--- config.mk ---
export PLATFORM = sky130hd
export DESIGN_NAME = trace_mon
export DESIGN_NICKNAME = d
export VERILOG_FILES = /design/src/rtl/trace_mon.sv
export SDC_FILE = /design/constraint.sdc
export NUM_CORES = 1
export LEC_CHECK = 0
export CAP_MARGIN = 15
export CORE_UTILIZATION = 49
export CTS_BUF_LIST = sky130_fd_sc_hd__clkbuf_2 sky130_fd_sc_hd__clkbuf_4 sky130_fd_sc_hd__clkbuf_8
export DETAILED_ROUTE_END_ITERATION = 10
export HOLD_SLACK_MARGIN = 0.15
export MAX_ROUTING_LAYER = met4
export PLACE_DENSITY = 0.68
export REMOVE_ABC_BUFFERS = 1
export SETUP_SLACK_MARGIN = 0.2
export SYNTH_ARGS = -nofsm -noshare
export SYNTH_HDL_FRONTEND = slang
export SYNTH_SLANG_ARGS = --single-unit
--- constraint.sdc ---
create_clock -name clk -period 6.74 [get_ports clk]
set_clock_uncertainty 0.2 [all_clocks]
set_input_delay 1.685 -clock clk [delete_from_list [all_inputs] [get_ports clk]]
set_output_delay 1.685 -clock clk [all_outputs]
set_load 0.005 [all_outputs]
--- src/rtl/trace_mon.sv ---
module trace_mon #(
  parameter int BYTE_W  = 8,
  parameter int MSG_LEN = 16,
  parameter int THR_W   = 4
) (
  input  logic                        clk,
  input  logic                        rst_n,
  input  logic                        frame_stb,
  input  logic [BYTE_W-1:0]           trace_in,
  input  logic [2:0]                  mode,
  input  logic [THR_W-1:0]            persist_thr,
  input  logic                        irq_mask,
  input  logic                        reg_we,
  input  logic [$clog2(MSG_LEN)+1:0]  reg_addr,
  input  logic [BYTE_W-1:0]           reg_wdata,
  output logic [BYTE_W-1:0]           reg_rdata,
  output logic                        mismatch,
  output logic                        delta,
  output logic                        irq
);
  localparam int IDX_W = $clog2(MSG_LEN);
  localparam logic [IDX_W-1:0] LAST = IDX_W'(MSG_LEN - 1);
  localparam logic [BYTE_W-1:0] SONET_MARK = BYTE_W'(8'h0A);
  localparam logic [IDX_W+1:0] STAT_ADDR = {2'b10, {IDX_W{1'b0}}};

  logic [BYTE_W-1:0] cap  [MSG_LEN];
  logic [BYTE_W-1:0] expv [MSG_LEN];
  logic [IDX_W-1:0]  idx;
  logic              aligned, bad, mism, dlt;
  logic [2:0]        mode_q;
  logic [BYTE_W-1:0] cand;
  logic [THR_W-1:0]  cnt;

  wire mode_chg = mode != mode_q;
  wire learn    = mode == 3'b000;
  wire sonet_m  = mode == 3'b001 || mode == 3'b100;
  wire sdh_m    = mode == 3'b010 || mode == 3'b101;
  wire align_m  = sonet_m || sdh_m;
  wire expm     = mode[2] && !mode[1];
  wire persist  = mode == 3'b011;
  wire go       = frame_stb && !mode_chg;

  wire is_mark  = sonet_m ? (trace_in == SONET_MARK) : trace_in[BYTE_W-1];
  wire at_end   = idx == LAST;
  wire [IDX_W-1:0] idx_adv = at_end ? '0 : idx + 1'b1;
  wire [BYTE_W-1:0] ref_b = expm ? expv[idx] : cap[idx];
  wire diff     = trace_in != ref_b;
  wire cmp_on   = go && (learn || (align_m && aligned));
  wire bad_nxt  = at_end ? 1'b0 : (bad || diff);

  logic mism_nxt;
  always_comb begin
    mism_nxt = mism;
    if (cmp_on) begin
      if (diff) mism_nxt = 1'b1;
      else if (at_end && !bad) mism_nxt = 1'b0;
    end
  end

  wire [THR_W-1:0] thr_eff = (persist_thr == '0) ? THR_W'(1) : persist_thr;
  wire [THR_W-1:0] cnt_nxt = (trace_in != cand) ? THR_W'(1) :
                             (&cnt) ? cnt : cnt + 1'b1;
  wire accept    = go && persist && (cnt_nxt >= thr_eff) && (trace_in != cap[0]);
  wire delta_set = (mism_nxt != mism) || accept;
  wire delta_clr = reg_we && reg_addr == STAT_ADDR && reg_wdata[1];
  wire exp_we    = reg_we && reg_addr[IDX_W+1:IDX_W] == 2'b01;

  always_ff @(posedge clk or negedge rst_n) begin
    if (!rst_n) begin
      for (int i = 0; i < MSG_LEN; i++) begin
        cap[i]  <= '0;
        expv[i] <= '0;
      end
      idx <= '0; aligned <= 1'b0; bad <= 1'b0; mism <= 1'b0; dlt <= 1'b0;
      mode_q <= 3'b000; cand <= '0; cnt <= '0;
    end else begin
      mode_q <= mode;
      mism   <= mism_nxt;
      if (delta_set) dlt <= 1'b1;
      else if (delta_clr) dlt <= 1'b0;
      if (exp_we) expv[reg_addr[IDX_W-1:0]] <= reg_wdata;
      if (mode_chg) begin
        idx <= '0; aligned <= 1'b0; bad <= 1'b0; cnt <= '0;
      end else if (frame_stb) begin
        if (persist) begin
          cand <= trace_in;
          cnt  <= cnt_nxt;
          if (accept) cap[0] <= trace_in;
        end else if (learn) begin
          cap[idx] <= trace_in;
          idx      <= idx_adv;
          bad      <= bad_nxt;
        end else if (align_m) begin
          if (aligned) begin
            if (!expm) cap[idx] <= trace_in;
            bad <= bad_nxt;
          end
          if (is_mark) begin
            aligned <= 1'b1;
            idx     <= sdh_m ? IDX_W'(1) : '0;
          end else if (aligned) begin
            idx <= idx_adv;
          end
        end
      end
    end
  end

  always_comb begin
    reg_rdata = '0;
    case (reg_addr[IDX_W+1:IDX_W])
      2'b00: reg_rdata = cap[reg_addr[IDX_W-1:0]];
      2'b01: reg_rdata = expv[reg_addr[IDX_W-1:0]];
      2'b10: if (reg_addr[IDX_W-1:0] == '0) reg_rdata = BYTE_W'({dlt, mism});
      default: reg_rdata = '0;
    endcase
  end

  assign mismatch = mism;
  assign delta    = dlt;
  assign irq      = dlt && irq_mask;
endmodule

==> metrics.log <==
[metrics] total number of vias: 9986
[metrics] Mean Syn Cell Area: 14.4 um^2
[metrics] count of H-tree levels built during CTS: 2
[metrics] cell total after placement: 1471
[metrics] worst-case vdd ir drop: 0.000167 V
[metrics] Total Routing Usage GR: 0.269
[metrics] result of the run: complete, no violations
[metrics] Cells after Synth: 1087
[metrics] CTS max path bufs: 3
[metrics] critical path capture point type: output port
[metrics] TritonCTS clock tree: built
[metrics] category of the worst setup path launch point: input port
[metrics] number of flops mapped to enable cells by yosys: 0
[metrics] Routed Antenna Nets: 0
[metrics] number of sinks handled by clock tree synthesis: 279
[metrics] Port-buffer cells: 44
[metrics] TNS Setup: 0 ns
[metrics] warnings from Yosys: 0
[metrics] TritonCTS buffer count: 48
[metrics] Critical Setup Path Class: in2out
[metrics] routability cong.: 0.856
[metrics] Critical path origin: reg_addr[0]
[metrics] crit path max fanout: 34
[metrics] share of final-layout standard cells stronger than drive strength 1: 0.445
[metrics] number of cell rows: 65
[metrics] area leader, netlist: sky130_fd_sc_hd__dfrtp_1
[metrics] number of standard cells in the layout, taps in and fillers out: 1559
[metrics] post-route total power: 4.11 mW
[metrics] ratio of routed vias to standard cells: 6.41
[metrics] IO Count: 45
[metrics] headroom to the max-slew limit: 0.167
[metrics] Critical Path RT: 4.86 ns
[metrics] Tightest Pin Transition: 1.24 ns
[metrics] Post-CTS Repair Setup Buffers: 0
[metrics] unrepaired setup endpoints after global routing: no
[metrics] CP Data Arrival Time: 4.37 ns
[metrics] HP Class: reg2reg
[metrics] first-pass iteration count of the detailed router: 5
[metrics] most common library cells after synthesis: 279 x sky130_fd_sc_hd__dfrtp_1, 241 x sky130_fd_sc_hd__mux2_2, 128 x sky130_fd_sc_hd__mux4_2
[metrics] area fraction of the dominant cell type after synthesis: 0.447
[metrics] Placeable Area: 0.0315 mm^2
[metrics] launching point of the worst reg2reg path: idx[1]$_DFFE_PN0P_
[metrics] wire length of the first global-routing pass: 64400 um
[metrics] Area contributors post-synth: sky130_fd_sc_hd__dfrtp_1 45%, sky130_fd_sc_hd__mux4_2 18%, sky130_fd_sc_hd__mux2_2 17%, sky130_fd_sc_hd__mux2i_1 3.2%, sky130_fd_sc_hd__mux2_1 1.2%
[metrics] number of global-route vias before repair: 10400
[metrics] post-detailed-route DRC marker count: 0
[metrics] post-detailed-routing wire length: 41000 um
[metrics] die boundary width: 181 um
[metrics] Reg clk slew, reported paths: 0.06 ns
[metrics] fin area: 0.0174 mm^2
[metrics] power density over cell area: 236 mW/mm^2
[metrics] Die Area: 0.0326 mm^2
[metrics] residual overflow from global routing: 0
[metrics] Reg-to-Reg End: mismatch$_DFF_PN0_
[metrics] Slew Viols, Final: 0
[metrics] Maximum Capacitance Violations: 0
[metrics] fin crit share: 0.929
[metrics] Area Overhead vs Synth: 11.2%
[metrics] total placed instance area: 0.0163 mm^2
[metrics] end-of-flow core utilization: 0.552
[metrics] height of the die: 181 um
[metrics] unique cell type count in the Yosys netlist: 60
[metrics] sequential cell area fraction in the yosys report: 0.447
[metrics] register bit total from synthesis: 279
[metrics] clock latency of the later-clocked register in the worst-skew pair: 0.58 ns
[metrics] Iteration-0 DRC Markers: 742
[metrics] minimum clock period: 6.26 ns
[metrics] hold bufs inserted after CTS: 0
[metrics] master cell of the clock root buffer: sky130_fd_sc_hd__clkbuf_8
[metrics] antenna violations before repair: 0
[metrics] most used flip-flop cell after synthesis: sky130_fd_sc_hd__dfrtp_1
[metrics] most repeated cell in the gate-level netlist after synthesis: sky130_fd_sc_hd__dfrtp_1
[metrics] maximum number of pins on one net before global-route repair: 130
[metrics] Initial Utilization: 0.497
[metrics] final hold violation count: 0
[metrics] CP endpoint: reg_rdata[7]
[metrics] Worst Reg-to-Reg Cells: 9
[metrics] Post-DP HPWL: 27300 um
[metrics] pre-CTS worst setup slack: 0.434 ns
[metrics] timing-limited maximum frequency: 160 MHz
[metrics] Fin Hold WS: 0.314 ns
[metrics] final number of setup-violating endpoints: 0
[metrics] leakage power: 7.67 nW
[metrics] per-cell routed wire length: 26.3 um
[metrics] Final nets: 1162
[metrics] cell area after synthesis: 0.0156 mm^2
[metrics] Register-to-Register Setup Slack: 3.08 ns
[metrics] diode insertion count for antenna repair: 0
[metrics] fin worst setup slack: 0.481 ns
[metrics] share of flip-flops with an asynchronous set or reset after synthesis: 1.00
[metrics] CTS resizes: 0
## worst max-delay path: stages
cell and delay [ns]:
sky130_fd_sc_hd__buf_4 0.55, sky130_fd_sc_hd__buf_4 0.32, sky130_fd_sc_hd__mux4_2 0.52, sky130_fd_sc_hd__mux4_2 0.54, sky130_fd_sc_hd__mux2i_1 0.20, sky130_fd_sc_hd__nor2_1 0.06
sky130_fd_sc_hd__clkdlybuf4s50_1 0.45
## layout make-up
class	count	area [um^2]
Multi-Input combinational cell	720	8200
Clock buffer	80	1010
Clock inverter	8	45.0
Tap cell	402	503
Sequential cell	279	6990
Timing Repair Buffer	65	618
Fill cell	2517	14100
Inverter	5	18.8
## cells in the final DEF, fill, tap and decap left out, drive strengths merged, types with 3 or more instances in the layout
cell type      count
nand2b             8
o22ai              8
clkinv             6
nand3              8
o31ai              3
mux4             128
a31oi              5
clkbuf            80
a211oi             4
and3               6
clkdlybuf4s50     40
and2              10
nor4               6
a22o               9
o21ai             14
nor2b             15
mux2             266
nor2              33
a22oi              9
xor2              11
nand3b             5
ha                 9
inv                5
nand2             47
a21oi             12
buf               25
xnor2             16
dfrtp            279
mux2i             50
nand4              3
nor3              11
## sequential cells by signal, summed over array words and instances, names as in the netlist
signal    flops
cand          8
cnt           4
aligned       1
expv        128
idx           4
mode_q        3
bad           1
mismatch      1
delta         1
cap         128
## metal layers
metal / global-route usage / wire (um)
met4: 0.0957 / 1490
met3: 0.0356 / 2030
met1: 0.360 / 17500
met5: - / 0
met2: 0.422 / 20000
## worst min-delay path by stage
stage / from / to / slack [ns] / cells after the start
final: cap[27]$_DFFE_PN0P_ / cap[27]$_DFFE_PN0P_ / 0.31 / 1
after global placement: cap[2]$_DFFE_PN0P_ / cap[2]$_DFFE_PN0P_ / 0.30 / 1
after detailed placement: cap[27]$_DFFE_PN0P_ / cap[27]$_DFFE_PN0P_ / 0.30 / 1
after CTS: cap[27]$_DFFE_PN0P_ / cap[27]$_DFFE_PN0P_ / 0.32 / 1
after global routing: cap[29]$_DFFE_PN0P_ / cap[29]$_DFFE_PN0P_ / 0.34 / 1
after floorplan: cap[10]$_DFFE_PN0P_ / cap[10]$_DFFE_PN0P_ / 0.28 / 1
## cells by family (layout without fill, tap and decap cells)
| kind of cell | count (synthesis) | count (layout) | share of synthesized area |
|---|---|---|---|
| buf+inv | 88 | 158 | 0.0290 |
| compound gates | 78 | 78 | 0.0339 |
| fa+ha+maj | 9 | 9 | 0.00720 |
| flops | 279 | 279 | 0.447 |
| xor+xnor | 27 | 27 | 0.0175 |
| simple gates | 162 | 162 | 0.0559 |
| mux | 444 | 444 | 0.410 |
## power breakdown
group	leakage [nW]	internal, mW	total (mW)	switching (mW)
combinational	3.33	0.305	0.539	0.234
sequential	3.78	1.80	1.91	0.109
clock	0.560	0.941	1.66	0.715
total	7.67	3.05	4.11	1.06
No activity file was read; power rests on OpenSTA's default activity.
